--- config.mk ---
export PLATFORM = sky130hd
export DESIGN_NAME = sdram_rw_turnaround
export DESIGN_NICKNAME = d
export VERILOG_FILES = /design/src/rtl/sdram_ta_pkg.sv /design/src/rtl/sdram_ta_sched.sv /design/src/rtl/sdram_ta_rdtrack.sv /design/src/rtl/sdram_rw_turnaround.sv
export SDC_FILE = /design/constraint.sdc
export NUM_CORES = 1
export LEC_CHECK = 0
export BUFFER_PORTS_ARGS = -buffer_cell sky130_fd_sc_hd__buf_4
export CAP_MARGIN = 20
export CORE_MARGIN = 2
export CORE_UTILIZATION = 48
export DETAILED_ROUTE_END_ITERATION = 10
export PLACE_DENSITY = 0.78
export SKIP_CTS_REPAIR_TIMING = 1
export SLEW_MARGIN = 20
export SYNTH_ARGS = -nofsm -noshare
export SYNTH_HDL_FRONTEND = slang
export SYNTH_SLANG_ARGS = --single-unit
--- constraint.sdc ---
create_clock -name clk -period 1.9 [get_ports clk]
set_clock_uncertainty 0.1 [all_clocks]
set_input_delay 0.19 -clock clk [delete_from_list [all_inputs] [get_ports clk]]
set_output_delay 0.19 -clock clk [all_outputs]
set_load 0.01 [all_outputs]
--- src/rtl/sdram_ta_pkg.sv ---
package sdram_ta_pkg;
  typedef enum logic [1:0] {
    CMD_NOP = 2'b00,
    CMD_RD  = 2'b01,
    CMD_WR  = 2'b10
  } cmd_e;

  localparam int MAX_CL  = 3;
  localparam int DQM_LAT = 2;
endpackage

--- src/rtl/sdram_ta_sched.sv ---
// Request acceptance, DQM lead-in sequencing and command registers.
module sdram_ta_sched
  import sdram_ta_pkg::*;
#(
  parameter int BANK_W = 2,
  parameter int COL_W  = 10,
  parameter int AGE_W  = 3
) (
  input  logic              clk,
  input  logic              rst,
  input  logic              cas3,
  input  logic              gap_en,
  input  logic              req_valid,
  input  logic              req_write,
  input  logic [BANK_W-1:0] req_bank,
  input  logic [COL_W-1:0]  req_col,
  output logic              req_ready,
  output cmd_e              cmd_q,
  output cmd_e              cmd_n,
  output logic [BANK_W-1:0] ba_q,
  output logic [COL_W-1:0]  col_q,
  output logic              dqm_q,
  output logic              dqm_n,
  output logic              wr_en_q
);
  localparam logic [AGE_W-1:0] AGE_MAX = '1;

  logic              pend_q, pend_n;
  logic [1:0]        cnt_q, cnt_n;
  logic [BANK_W-1:0] wbank_q, wbank_n, ba_n;
  logic [COL_W-1:0]  wcol_q, wcol_n, col_n;
  logic [AGE_W-1:0]  age_q, age_n, window;
  logic [1:0]        lead_m1;
  logic              wr_en_n;

  // cycles of read data that a write must stay clear of
  assign window  = AGE_W'(2) + AGE_W'(cas3) + AGE_W'(gap_en);
  assign lead_m1 = gap_en ? 2'd2 : 2'd1;
  assign req_ready = !pend_q;

  always_comb begin
    cmd_n   = CMD_NOP;
    dqm_n   = 1'b0;
    wr_en_n = 1'b0;
    ba_n    = ba_q;
    col_n   = col_q;
    pend_n  = pend_q;
    cnt_n   = cnt_q;
    wbank_n = wbank_q;
    wcol_n  = wcol_q;
    if (pend_q) begin
      if (cnt_q != 2'd0) begin
        dqm_n = 1'b1;
        cnt_n = cnt_q - 2'd1;
      end else begin
        cmd_n   = CMD_WR;
        wr_en_n = 1'b1;
        ba_n    = wbank_q;
        col_n   = wcol_q;
        pend_n  = 1'b0;
      end
    end else if (req_valid) begin
      if (!req_write) begin
        cmd_n = CMD_RD;
        ba_n  = req_bank;
        col_n = req_col;
      end else if (age_q < window) begin
        pend_n  = 1'b1;
        cnt_n   = lead_m1;
        dqm_n   = 1'b1;
        wbank_n = req_bank;
        wcol_n  = req_col;
      end else begin
        cmd_n   = CMD_WR;
        wr_en_n = 1'b1;
        ba_n    = req_bank;
        col_n   = req_col;
      end
    end
    if (cmd_n == CMD_RD)     age_n = '0;
    else if (age_q == AGE_MAX) age_n = AGE_MAX;
    else                     age_n = age_q + AGE_W'(1);
  end

  always_ff @(posedge clk) begin
    if (rst) begin
      cmd_q   <= CMD_NOP;
      dqm_q   <= 1'b0;
      wr_en_q <= 1'b0;
      ba_q    <= '0;
      col_q   <= '0;
      pend_q  <= 1'b0;
      cnt_q   <= 2'd0;
      wbank_q <= '0;
      wcol_q  <= '0;
      age_q   <= AGE_MAX;
    end else begin
      cmd_q   <= cmd_n;
      dqm_q   <= dqm_n;
      wr_en_q <= wr_en_n;
      ba_q    <= ba_n;
      col_q   <= col_n;
      pend_q  <= pend_n;
      cnt_q   <= cnt_n;
      wbank_q <= wbank_n;
      wcol_q  <= wcol_n;
      age_q   <= age_n;
    end
  end
endmodule

--- src/rtl/sdram_ta_rdtrack.sv ---
// Tracks read data in flight; bit k of due_q means data lands k cycles from now.
module sdram_ta_rdtrack
  import sdram_ta_pkg::*;
(
  input  logic clk,
  input  logic rst,
  input  logic cas3,
  input  cmd_e cmd_n,
  input  logic dqm_n,
  output logic rd_valid
);
  localparam int DUE_W = MAX_CL + 1;

  logic [DUE_W-1:0] due_q, due_n;

  always_comb begin
    due_n = due_q >> 1;
    if (cmd_n == CMD_RD) begin
      if (cas3) due_n[3] = 1'b1;
      else      due_n[2] = 1'b1;
    end
    if (dqm_n) due_n[DQM_LAT] = 1'b0;
    if (cmd_n == CMD_WR) due_n = '0;
  end

  always_ff @(posedge clk) begin
    if (rst) due_q <= '0;
    else     due_q <= due_n;
  end

  assign rd_valid = due_q[0];
endmodule

--- src/rtl/sdram_rw_turnaround.sv ---
module sdram_rw_turnaround
  import sdram_ta_pkg::*;
#(
  parameter int BANK_W = 2,
  parameter int COL_W  = 10
) (
  input  logic              clk,
  input  logic              rst,
  input  logic              cas_lat3,
  input  logic              turn_gap,
  input  logic              req_valid,
  input  logic              req_write,
  input  logic [BANK_W-1:0] req_bank,
  input  logic [COL_W-1:0]  req_col,
  output logic              req_ready,
  output logic [1:0]        cmd,
  output logic [BANK_W-1:0] ba,
  output logic [COL_W-1:0]  addr,
  output logic              dqm,
  output logic              rd_valid,
  output logic              wr_en
);
  cmd_e cmd_q, cmd_n;
  logic dqm_n;

  sdram_ta_sched #(.BANK_W(BANK_W), .COL_W(COL_W), .AGE_W(3)) u_sched (
    .clk(clk), .rst(rst), .cas3(cas_lat3), .gap_en(turn_gap),
    .req_valid(req_valid), .req_write(req_write),
    .req_bank(req_bank), .req_col(req_col), .req_ready(req_ready),
    .cmd_q(cmd_q), .cmd_n(cmd_n), .ba_q(ba), .col_q(addr),
    .dqm_q(dqm), .dqm_n(dqm_n), .wr_en_q(wr_en)
  );

  sdram_ta_rdtrack u_track (
    .clk(clk), .rst(rst), .cas3(cas_lat3),
    .cmd_n(cmd_n), .dqm_n(dqm_n), .rd_valid(rd_valid)
  );

  assign cmd = cmd_q;
endmodule

### After elaboration in Yosys (flattened, before gate mapping)

Cells that the tools add are included.

* order comparisons: 1
* multiplexer cells: 36
* eq/ne operators: 6
* add/sub/neg operators: 4
* bitwise operators: 2
* reductions and logical operators: 11

Operators with widths (count)
* 2-to-1 mux 10 bit: 5
* 2-to-1 mux 2 bit: 16
* 2-to-1 mux 1 bit: 13
* AND reduction 4 bit: 2
* nonzero test 2 bit: 4
* 2-to-1 mux 3 bit: 2
* OR reduction 3 bit: 2
* inequality test 2 bit (second input constant): 2
* adder 2 x 1 -> 3 bit (first input constant): 1
* adder 3 x 1 -> 3 bit: 1
* adder 3 x 1 -> 3 bit (second input constant): 1
* == test 3 bit (second input constant): 1
* < comparator 3 bit: 1
* inequality test 3 x 2 -> 1 bit (second input constant): 1
* AND reduction 3 bit: 1
* == test 2 x 1 -> 1 bit (second input constant): 1
* == test 2 bit (second input constant): 1
* NOT 1 bit: 2
* OR reduction 2 bit: 1
* subtractor 2 x 1 -> 2 bit (second input constant): 1
* zero test 1 bit: 1

* output and inout bits: 18
* register bits after elaboration: 37
* input bits: 18
* logic and storage cells: 72

### Depth between registers and ports, before layout

Gate-level depths: netlist of the first run.

* depth in word-level cells: 10
* mapped depth: 8
* depth with buffers taken out: 7

### Cells and area by module

Synthesis of the first run repeated with hierarchy kept, for this count alone.

* cells, all modules: 190
* area, all modules: 1711.6 µm²

Modules (own cells, without submodules)
* sdram_ta_sched: sequential area each 640.6 µm², area each 1566.5 µm², instances 1, cells an instance 178
* sdram_ta_rdtrack: sequential area each 80.1 µm², area each 145.1 µm², instances 1, cells an instance 12

### Least setup slack after synthesis of the first run

OpenSTA, ideal clock, no wires.

* kind: input port to flip-flop
* start point: input port cas_lat3
* end point: register u_sched.ba_q[0]
* arrival time: 1.651 ns
* required time: 1.669 ns
* path buffers: 1
* library setup time: 0.131 ns
* stages on the path: 8
* setup slack: 0.018 ns
* cells stage by stage: ha_1 -> inv_1 -> ha_1 -> or3b_1 -> a31oi_4 -> buf_4 -> or3_1 -> a21oi_2

* cells in the longest elaborated chain, start to end: 5

RTL lines
* from (decl): RTL line sdram_rw_turnaround.sv:9 `input logic cas_lat3,`
* adder 2 x 1 -> 3 bit: RTL line sdram_ta_sched.sv:37 `assign window = AGE_W'(2) + AGE_W'(cas3) + AGE_W'(gap_en);`
* adder 3 x 1 -> 3 bit: RTL line sdram_ta_sched.sv:37
* < comparator 3 bit: RTL line sdram_ta_sched.sv:67 `end else if (age_q < window) begin`
* inequality test 3 x 2 -> 1 bit (no line)
* AND reduction 3 bit (no line)
* to (signal assigned): RTL line sdram_ta_sched.sv:101 `ba_q <= ba_n;`
* to (decl): RTL line sdram_ta_sched.sv:20 `output logic [BANK_W-1:0] ba_q,`

No other way between the ends.
A chain may end at the register's enable or synchronous reset.

### Worst setup path after layout of the first run

* start point: register u_sched.age_q[2]
* end point: register u_sched.col_q[3]

* cells in the longest elaborated chain, start to end: 3

RTL lines
* from (decl): RTL line sdram_ta_sched.sv:32 `logic [AGE_W-1:0] age_q, age_n, window;`
* from (signal assigned): RTL line sdram_ta_sched.sv:107 `age_q <= age_n;`
* < comparator 3 bit: RTL line sdram_ta_sched.sv:67
* inequality test 3 x 2 -> 1 bit (no line)
* AND reduction 3 bit (no line)
* to (signal assigned): RTL line sdram_ta_sched.sv:102 `col_q <= col_n;`
* to (decl): RTL line sdram_ta_sched.sv:21 `output logic [COL_W-1:0] col_q,`

No other way between the ends.

==> results.md, run 1 <==
- Fin nets: 234
- Clk_lat worst skew: 0.34 ns
- Post-route minimum period: 1.85 ns
- Number of synthesized register bits: 36
- Yosys cell types: 30
- Area share of the leading cell type in the synthesized netlist: 43.0%
- Hold_ws: -0.0112 ns
- Clk sinks: 36
- Cell Pwr Density: 756 mW/mm²
- YS warnings: 0
- Status: complete, but fails checks
- Final Hold Viols: 5
- Max Freq: 0.539 GHz
- # rows: 21
- Gr usage total: 18.3%
- GPL Wtd Cong: 0.726
- Ranking of synthesized cells by area: dfxtp_1 43%, mux2i_1 14%, or3_1 4.5%
- Worst-path clk slew: 0.10 ns
- Residual DRC count: 0
- Core box area: 0.00334 mm²
- DR iter-0 viols: 62
- # diodes: 0
- Average wire per standard cell: 14.1 µm
- R2R Setup Slk: 0.05 ns
- Crit-path max FO: 6
- Failing checks: negative hold slack
- Sequential cell area: 722 µm²
- Drt total wl: 3610 µm
- Setup WS post-layout: 0.0457 ns
- DP Wirelength: 2430 µm
- Pleak: 0.940 nW
- Seq/Total Area, Yosys: 43.0%
- Final Max Slew Viols: 0
- Area of the multi-input gates: 880 µm²
- Origin of the critical flop-to-flop path: u_sched.age_q[2]$_SDFF_PP1_
- Ys async rst share: 0%
- Worst Min Path Start: req_col[8]
- Routed vias: 1,352
- Initial Utilization: 50.2%
- Cell count of the worst reg-to-reg path: 6
- Crit end category: flop
- I/O pin count: 36
- Die ar.: 0.00398 mm²
- CP required: 2.03 ns
- Slew @ Worst Pin: 0.415 ns
- Top-count cell post-synth: dfxtp_1
- Global-route wire length before repair: 5700 µm
- Num CTS Buffers: 5
- End of the critical path: u_sched.col_q[3]$_SDFFE_PP0P_
- Pre-antenna DRT Iters: 4
- Synth cell count leaders: 36 x dfxtp_1, 24 x mux2i_1, 15 x nor2_1
- Setup CP Type: flop to flop
- Part of the cycle the worst path needs: 97.6%
- Startpoint types: flop
- Die width: 63.1 µm
- Crit path DAT: 1.98 ns
- Cell Area, Synth: 0.00168 mm²
- Via-to-Cell Ratio: 5.26
- Area Growth Syn to Fin: 32.3%
- Die H: 63.1 µm
- Dpl ws: -0.167 ns
- Max_cap viols: 0
- Fillers: 258
- Final setup viols: 0
- Largest net degree at the start of global routing: 35
- Initial antenna violation count: 0
- HP Class: input port to flop
- Worst slew margin: 72.2%
- Worst setup startpoint: u_sched.age_q[2]$_SDFF_PP1_
- Final antenna-violating net count: 0
- Clock root cell: clkbuf_4
- Largest area contributor in the netlist: dfxtp_1
- Worst flop-to-flop path endpoint: u_sched.col_q[3]$_SDFFE_PP0P_
- VDD IR-drop max: 0.526 mV
- Share of cells above drive strength 1: 36.5%
- Post-Syn Instances: 165
- Top FF cell, synth: dfxtp_1
- Syn avg cell area: 10.2 µm²
- CTS tree: done
- Unrepaired setup endpoints after global routing: false
- H-tree Lvls: 2
- PortBufs: 35
- Clock buffer depth: 2
- Post-Syn Nets: 188
- Gr ovfl total: 0
- Vias in the first global route: 1,279
- Post-synth EDFFs: 0
==> per-layer routing <==
| layer | part of all wire, % | GRT usage, % |
|---|---|---|
| met5 | 0 | 0 |
| met4 | 2.0 | 9.17 |
| met3 | 4.4 | 5.18 |
| met2 | 48 | 29.5 |
| met1 | 46 | 22.3 |
==> registers in the layout, summed over array words and instances, names as in the netlist <==
signal	flops
u_sched.col_q	10
u_sched.wcol_q	10
u_track.due_q	4
u_sched.age_q	3
u_sched.ba_q	2
u_sched.cmd_q	2
u_sched.cnt_q	2
u_sched.wbank_q	2
u_sched.dqm_q	1
==> cell families after synthesis <==
group / Yosys count / synth area share, %
buffers and inverters: 18 / 6.27
and+or+nand+nor: 42 / 15.1
DFF: 36 / 43.0
muxes: 24 / 14.3
AOI/OAI and AO/OA: 40 / 17.6
adders and majority gates: 5 / 3.73
==> report_power, final <==
group          switching, mW  leakage [nW]  internal (mW)
registers             0.0301         0.294          0.803
clock network          0.238        0.0374          0.210
logic                  0.182         0.609          0.214
==> how the worst min path moves through the flow <==
stage,endpoint,slack [ns],cells past startpoint
3_5_place_dp,u_track.due_q[3]$_SDFF_PP0_,0.32,2
2_1_floorplan,u_sched.cmd_q[0]$_SDFF_PP0_,0.19,1
5_1_grt,u_sched.wcol_q[2]$_SDFFE_PP0P_,0.0004,3
6_report,u_sched.wcol_q[8]$_SDFFE_PP0P_,-0.01,3
4_1_cts,u_track.due_q[3]$_SDFF_PP0_,-0.04,2
3_3_place_gp,u_track.due_q[3]$_SDFF_PP0_,0.31,2
==> metrics by stage <==
stage	utilization, %	setup TNS [ns]	total power, mW	cell area (µm²)	instances
floorplan	-	0	1.06	1680	165
global placement	60.3	-1.29	1.17	2010	242
detailed placement	60.3	-2.12	1.19	2010	242
CTS	62.2	0	1.63	2080	249
global route	66.4	0	1.75	2220	257
finish	66.4	0	1.68	2220	257
==> final cells by class <==
type / count / area share (%)
multi-input combinational: 111 / 39.7
sequential: 36 / 32.6
timing repair buffer: 51 / 21.2
clock buffer: 7 / 2.94
tap: 46 / 2.60
inverter: 6 / 1.02
==> cells in the final DEF (no fill, tap or decap), drive strengths merged, types with 3 or more instances in the layout <==
cell type / n
nor4b: 3
dfxtp: 36
a21oi: 20
buf: 45
mux2i: 24
ha: 5
o21ai: 14
clkbuf: 9
or3: 12
nor2: 15
inv: 6
dlygate4sd3: 4
==> worst max-delay path, stage by stage, from the launching register on <==
cell and delay (ns):
dfxtp_2 0.37, ha_4 0.21, or3b_4 0.38, a31oi_4 0.32
clkbuf_16 0.21, or3_4 0.12, a21oi_2 0.04
No activity file was read; power rests on OpenSTA's default activity.
==> inputs of run 2 (changes only) <==
--- a/config.mk
+++ b/config.mk
@@ -8,9 +8,9 @@
 export BUFFER_PORTS_ARGS = -buffer_cell sky130_fd_sc_hd__buf_4
 export CAP_MARGIN = 20
 export CORE_MARGIN = 2
-export CORE_UTILIZATION = 48
+export CORE_UTILIZATION = 53
 export DETAILED_ROUTE_END_ITERATION = 10
-export PLACE_DENSITY = 0.78
+export PLACE_DENSITY = 0.81
 export SKIP_CTS_REPAIR_TIMING = 1
 export SLEW_MARGIN = 20
 export SYNTH_ARGS = -nofsm -noshare
==> constraint.sdc (replaced) <==
create_clock -name clk -period 1.73 [get_ports clk]
set_clock_uncertainty 0.1 [all_clocks]
set_input_delay 0.0865 -clock clk [delete_from_list [all_inputs] [get_ports clk]]
set_output_delay 0.0865 -clock clk [all_outputs]
set_load 0.01 [all_outputs]
==> run 2 against run 1 <==
  * The run ends with negative hold slack, negative setup slack left
  * Die area is 8.8% lower
  * Final cell count is 3.5% higher
  * Routed wire length is 0.11% higher
  * Clock power is 25% higher
  * Utilization is 10 points higher
  * Combinational power is 12% higher
  * Critical endpoint is now u_sched.col_q[5]$_SDFFE_PP0P_
  * Largest power group unchanged
==> results.md, run 2 (synthesis results as in run 1) <==
- Clock buffer depth: 2 (unchanged)
- Clk pwr share: 29.2% (+2.5 points)
- Clk sinks: 36 (unchanged)
- PortBufs: 35 (unchanged)
- Largest net degree at the start of global routing: 35 (unchanged)
- Final Max Slew Viols: 0 (unchanged)
- Sw power: 490 µW (+9.1%)
- Final antenna-violating net count: 0 (unchanged)
- Initial antenna violation count: 0 (unchanged)
- Residual DRC count: 0 (unchanged)
- Crit-path max FO: 12 (+6)
- Int Pwr: 1.43 mW (+17%)
- Max_cap viols: 0 (unchanged)
- DP Wirelength: 2440 µm (about the same)
- Most frequent cells in the layout: 43 x buf_4, 34 x dfxtp_1, 24 x mux2i_1
- CP required: 1.83 ns (-0.20 ns)
- Slew @ Worst Pin: 0.465 ns (+0.0496 ns)
- Status: complete, but fails checks
- CTS tree: done
- Commonest non-fill, non-tap cell in the layout: buf_4
- Pre-antenna DRT Iters: 4 (unchanged)
- Clock root cell: clkbuf_4
- Die width: 60.2 µm (-4.5%)
- Crit path DAT: 1.94 ns (-0.04 ns)
- Fin nets: 244 (+4.3%)
- DR iter-0 viols: 53 (-15%)
- Seq pwr share: 47.8% (-1.9 points)
- Comb pwr share: 23.0% (-0.6 points)
- Post-route minimum period: 1.84 ns (-0.0134 ns)
- Average wire per standard cell: 13.6 µm (-3.3%)
- Area of the multi-input gates: 892 µm² (+1.4%)
- Drt total wl: 3620 µm (+0.11%)
- Global-route wire length before repair: 5400 µm (-5.2%)
- Finished Cell Area: 0.00232 mm² (+4.6%)
- Worst-path clk slew: 0.10 ns (about the same)
- Failing checks: negative hold slack, negative setup slack
- Clk_lat worst skew: 0.31 ns (-0.03 ns)
- Area Growth Syn to Fin: 38.4%
- Unrepaired setup endpoints after global routing: true
- Max Freq: 0.543 GHz (+0.73%)
- Share of cells above drive strength 1: 35.6% (-0.91 points)
- H-tree Lvls: 2 (unchanged)
- Cell count of the worst reg-to-reg path: 6 (unchanged)
- I/O pin count: 36 (unchanged)
- Cell depth of the worst hold path: 2 (-1)
- Biggest regs: u_sched.col_q: 10 flops, u_sched.wcol_q: 10 flops, u_track.due_q: 4 flops
- Final setup TNS: -0.921 ns (-0.921 ns)
- Initial Utilization: 55.3% (+5.1 points)
- Final setup viols: 12 (+12)
- Layout Utilization: 76.6% (+10 points)
- Hold_ws: -0.0986 ns (-0.0875 ns)
- Gr ovfl total: 0 (unchanged)
- Cell Pwr Density: 828 mW/mm² (+9.5%)
- Worst slew margin: 68.9% (-3.3 points)
- Area after DPL: 0.00203 mm² (+0.93%)
- # diodes: 0 (unchanged)
- Sw frac: 25.5% (-1.3 points)
- VDD IR-drop max: 0.605 mV (+15%)
- Startpoint types: flop
- # rows: 20 (-4.8%)
- Gr usage total: 19.9% (+1.6 points)
- Die H: 60.2 µm (-4.5%)
- Routed vias: 1,376 (+1.8%)
- Fillers: 218 (-16%)
- HP Class: input port to flop
- Num CTS Buffers: 5 (unchanged)
- R2R Setup Slk: -0.11 ns (-0.16 ns)
- Die ar.: 0.00363 mm² (-8.8%)
- GPL Wtd Cong: 0.752 (+3.6%)
- Part of the cycle the worst path needs: 106% (+8.8 points)
- Setup WS post-layout: -0.111 ns (-0.157 ns)
- Setup CP Type: flop to flop
- Vias in the first global route: 1,261 (-1.4%)
- Core box area: 0.00303 mm² (-9.3%)
- Final Hold Viols: 5 (unchanged)
- Design Power: 1.92 mW (+15%)
- Pleak: 0.979 nW (+4.1%)
- Crit end category: flop
- Sequential cell area: 723 µm² (+0.17%)
- Via-to-Cell Ratio: 5.17 (-1.7%)
run 2: final cells by class:
| class | count | area share (%) |
|---|---|---|
| tap | 44 | 2.37 |
| clock buffer | 6 | 1.78 |
| timing repair buffer | 61 | 23.7 |
| inverter | 6 | 0.971 |
| clock inverter | 2 | 1.51 |
| sequential | 36 | 31.2 |
| multi-input combinational | 111 | 38.5 |
run 2: path summary, 6_finish.rpt:
kind,startpoint,endpoint
hold reg to reg,u_sched.col_q[6]$_SDFFE_PP0P_,u_sched.col_q[6]$_SDFFE_PP0P_
setup / recovery,u_sched.age_q[2]$_SDFF_PP1_,u_sched.col_q[5]$_SDFFE_PP0P_
hold / removal,req_write,u_sched.cmd_q[0]$_SDFF_PP0_
setup reg to reg,u_sched.age_q[2]$_SDFF_PP1_,u_sched.col_q[5]$_SDFFE_PP0P_
run 2: metrics by stage:
step                      instances  setup WS, ns
after floorplan                 165     -0.000904
after global placement          242        -0.157
after detailed placement        242        -0.199
after CTS                       250       -0.0608
after global routing            266        -0.162
final                           266        -0.111
run 2: worst max-delay path: stages (launching register included):
cell and delay [ns]:
dfxtp_2 0.35, ha_4 0.16, or4b_4 0.52, a21oi_4 0.23, buf_12 0.16, or3_1 0.14, a21oi_2 0.06
run 2: power groups by stage:
stage | sequential, mW | clock (mW) | combinational, mW
6_report | 0.918 | 0.561 | 0.442
5_1_grt | 0.924 | 0.603 | 0.486
4_1_cts | 0.913 | 0.576 | 0.383
3_5_place_dp | 0.932 | 0 | 0.382
3_3_place_gp | 0.928 | 0 | 0.366
2_1_floorplan | 0.939 | 0 | 0.231
run 2: per-layer routing:
metal  share of wire, %  global-route usage, %  up-vias
met5                  0                      0        -
met2                 48                   32.8       31
li1                   -                      -      698
met4                1.2                   7.94        0
met1                 47                   25.1      641
met3                3.3                   4.33        6
==> inputs of run 3 (changes only) <==
--- a/config.mk
+++ b/config.mk
@@ -10,9 +10,10 @@
 export CORE_MARGIN = 2
 export CORE_UTILIZATION = 53
 export DETAILED_ROUTE_END_ITERATION = 10
-export PLACE_DENSITY = 0.81
+export PLACE_DENSITY_LB_ADDON = 0.05
 export SKIP_CTS_REPAIR_TIMING = 1
 export SLEW_MARGIN = 20
 export SYNTH_ARGS = -nofsm -noshare
 export SYNTH_HDL_FRONTEND = slang
+export SYNTH_HIERARCHICAL = 1
 export SYNTH_SLANG_ARGS = --single-unit
==> run 3 against run 2 <==
  * The run ends with negative setup slack left
  * Critical path depth stayed put
  * Highest routed layer unchanged
  * Routed wire length is 20% higher
  * Largest cell class unchanged
  * Combinational power fell by 4%
  * Critical path type unchanged
  * Sequential cell count unchanged
  * Worst setup slack gained 0.10 ns
  * Die area increased by 2.0%
==> results.md, run 3 <==
- Setup CP Type: flop to flop
- Post-Syn Nets: 213 (+13%)
- Worst-path clk slew: 0.10 ns (about the same)
- Crit path DAT: 1.88 ns (-0.06 ns)
- Gr ovfl total: 0 (unchanged)
- Most frequent cells in the layout: 45 x buf_4, 34 x dfxtp_1, 28 x nand2_1
- Ys async rst share: 0% (unchanged)
- Largest net degree at the start of global routing: 48 (+37%)
- Gr usage total: 22.5% (+2.7 points)
- Biggest regs: u_sched/col_q: 10 flops, u_sched/wcol_q: 10 flops, u_track/due_q: 4 flops
- Worst Min Path Start: cas_lat3
- # diodes: 0 (unchanged)
- CP required: 1.87 ns (+0.04 ns)
- Area of the multi-input gates: 933 µm² (+4.6%)
- Pleak: 0.953 nW (-2.6%)
- Average wire per standard cell: 14.8 µm (+8.7%)
- # rows: 20 (unchanged)
- Part of the cycle the worst path needs: 101% (-5.9 points)
- Area Growth Syn to Fin: 39.3%
- Cell Pwr Density: 805 mW/mm² (-2.8%)
- CP Cell Sequence: ha_4 > or4b_4 > a21oi_4 > buf_12 > o21ai_1 > o41ai_1
- Synth cell count leaders: 36 x dfxtp_1, 29 x nand2_1, 19 x a21oi_1
- Fin nets: 271 (+11%)
- Dpl ws: -0.142 ns (+0.0569 ns)
- Origin of the critical flop-to-flop path: u_sched/age_q[1]$_SDFF_PP1_
- Area share of the leading cell type in the synthesized netlist: 42.1% (-0.91 points)
- Die H: 60.8 µm (+1.0%)
- Share of cells above drive strength 1: 30.5% (-5.1 points)
- Core box area: 0.00305 mm² (+0.83%)
- GPL Wtd Cong: 0.871 (+16%)
- Num CTS Buffers: 5 (unchanged)
- DR iter-0 viols: 80 (+51%)
- HP Class: input port to flop
- YS warnings: 6 (+6)
- Die ar.: 0.00370 mm² (+2.0%)
- Die width: 60.8 µm (+1.0%)
- Worst setup startpoint: u_sched/age_q[1]$_SDFF_PP1_
- CTS tree: done
- Finished Cell Area: 0.00238 mm² (+2.9%)
- Initial Utilization: 56.1% (+0.74 points)
- Compound-Gate Fraction of Synth Area: 20.6% (+3.1 points)
- Final Max Slew Viols: 0 (unchanged)
- VDD IR-drop max: 0.672 mV (+11%)
- PortBufs: 35 (unchanged)
- DP Wirelength: 2750 µm (+13%)
- Post-Synth Adder-Cell Area: 3.65% (-0.079 points)
- Drt total wl: 4330 µm (+20%)
- Commonest non-fill, non-tap cell in the layout: buf_4
- Worst slew margin: 68.4% (-0.52 points)
- CP delay by family, top: simple AND/OR/NAND/NOR gates
- Top FF cell, synth: dfxtp_1
- I/O pin count: 36 (unchanged)
- Seq/Total Area, Yosys: 42.1% (-0.91 points)
- Routed vias: 1,604 (+17%)
- Slowest stage delay, CP: 0.54 ns (+0.02 ns)
- H-tree Lvls: 2 (unchanged)
- Max Freq: 0.575 GHz (+5.9%)
- Failing checks: negative setup slack
- Final antenna-violating net count: 0 (unchanged)
- Initial antenna violation count: 0 (unchanged)
- Bufs and invs on worst path: 1 (unchanged)
- Yosys cell types: 33 (+10%)
- XOR/XNOR Fraction of Synth Area: 0% (unchanged)
- Final setup viols: 5 (-7)
- Syn avg cell area: 9.01 µm² (-11%)
- Simple-gate portion of the synthesized area: 19.3% (+4.2 points)
- Startpoint types: flop
- Crit end category: flop
- Final Hold Viols: 0 (-5)
- Post-synth EDFFs: 0 (unchanged)
- Placed cell count: 268 (+11%)
- Number of synthesized register bits: 36 (unchanged)
- Post-route minimum period: 1.74 ns (-0.102 ns)
- Cell Area, Synth: 0.00171 mm² (+2.2%)
- Area after DPL: 0.00207 mm² (+2.1%)
- Non-Filler Instances: 293 (+10%)
- Unrepaired setup endpoints after global routing: true
- Via-to-Cell Ratio: 5.47 (+5.8%)
- Main combinational cell family by area after synthesis: compound AO/OA/AOI/OAI gates
- Crit-path max FO: 24 (+12)
- Ranking of synthesized cells by area: dfxtp_1 42%, mux2i_1 7.6%, nand2_1 6.4%
- Critical path's slowest cell: or4b_4
- Clk_lat worst skew: 0.35 ns (+0.04 ns)
- Vias in the first global route: 1,419 (+13%)
- Global-route wire length before repair: 6070 µm (+12%)
- Largest area contributor in the netlist: dfxtp_1
- Setup WS post-layout: -0.00881 ns (+0.102 ns)
- Clock buffer depth: 2 (unchanged)
- Clk sinks: 36 (unchanged)
- Status: complete, but fails checks
- Pre-antenna DRT Iters: 4 (unchanged)
- Sequential cell area: 723 µm² (unchanged)
- Fillers: 222 (+1.8%)
- Max_cap viols: 0 (unchanged)
- Clock root cell: clkbuf_4
- Mux contribution to synthesized area: 7.60% (-6.7 points)
- Post-Syn Instances: 190 (+15%)
- Residual DRC count: 0 (unchanged)
- Slew @ Worst Pin: 0.474 ns (+0.00903 ns)
- Top-count cell post-synth: dfxtp_1
[run 3: final cells by class]
| type | instances | share of cell area [%] |
|---|---|---|
| clock inverters | 2 | 1.47 |
| clock buffers | 6 | 1.73 |
| flip-flops and latches | 36 | 30.3 |
| inverters | 6 | 0.944 |
| multi-input cells | 133 | 39.1 |
| repair buffers | 66 | 24.1 |
| well taps | 44 | 2.31 |
[run 3: routing by layer]
| metal | track usage (%) | wire length [µm] | vias up |
|---|---|---|---|
| li1 | - | - | 794 |
| met1 | 28.0 | 1900 | 756 |
| met2 | 37.6 | 2120 | 42 |
| met3 | 6.40 | 203 | 12 |
| met4 | 7.45 | 105 | 0 |
| met5 | 0 | 0 | - |
[run 3: worst paths after layout]
check	to	slack (ns)	depth (start not counted)
hold / removal	u_track/due_q[3]$_SDFF_PP0_	0.07	3
setup / recovery	u_sched/col_q[7]$_SDFFE_PP0P_	-0.009	6
setup reg to reg	u_sched/col_q[7]$_SDFFE_PP0P_	-0.009	6
hold reg to reg	u_track/due_q[0]$_SDFF_PP0_	0.35	1
[run 3: where the power goes]
part | switching [mW] | internal [mW] | total [mW]
combinational | 0.204 | 0.223 | 0.426
clock | 0.281 | 0.303 | 0.584
sequential | 0.0298 | 0.879 | 0.909
total | 0.514 | 1.40 | 1.92
[run 3: kinds of logic (layout without fill, tap and decap cells)]
logic type / after synthesis / after routing
AND/OR/NAND/NOR: 62 / 62
flip-flops: 36 / 36
adder cells (fa/ha/maj): 5 / 5
buffers and inverters: 21 / 80
multiplexers: 13 / 13
AO/OA/AOI/OAI: 53 / 53
[run 3: worst register-to-register path, delay by kind of cell, from the launching register on]
| family | cells | cell delay, ns |
|---|---|---|
| flip-flops | 1 | 0.35 |
| AO/OA/AOI/OAI | 3 | 0.30 |
| AND/OR/NAND/NOR | 1 | 0.54 |
| buffers and inverters | 1 | 0.17 |
| adder cells (fa/ha/maj) | 1 | 0.18 |
[run 3: metrics by stage]
stage	TNS, ns	util, %	hold slack (ns)	power, mW
floorplan	0	-	0.0633	1.13
global placement	-1.35	67.9	0.211	1.26
detailed placement	-3.06	67.9	0.218	1.28
CTS	-1.08	70.4	-0.153	1.85
global route	-1.22	78.1	0.0742	2.00
finish	-0.0267	78.1	0.0705	1.92
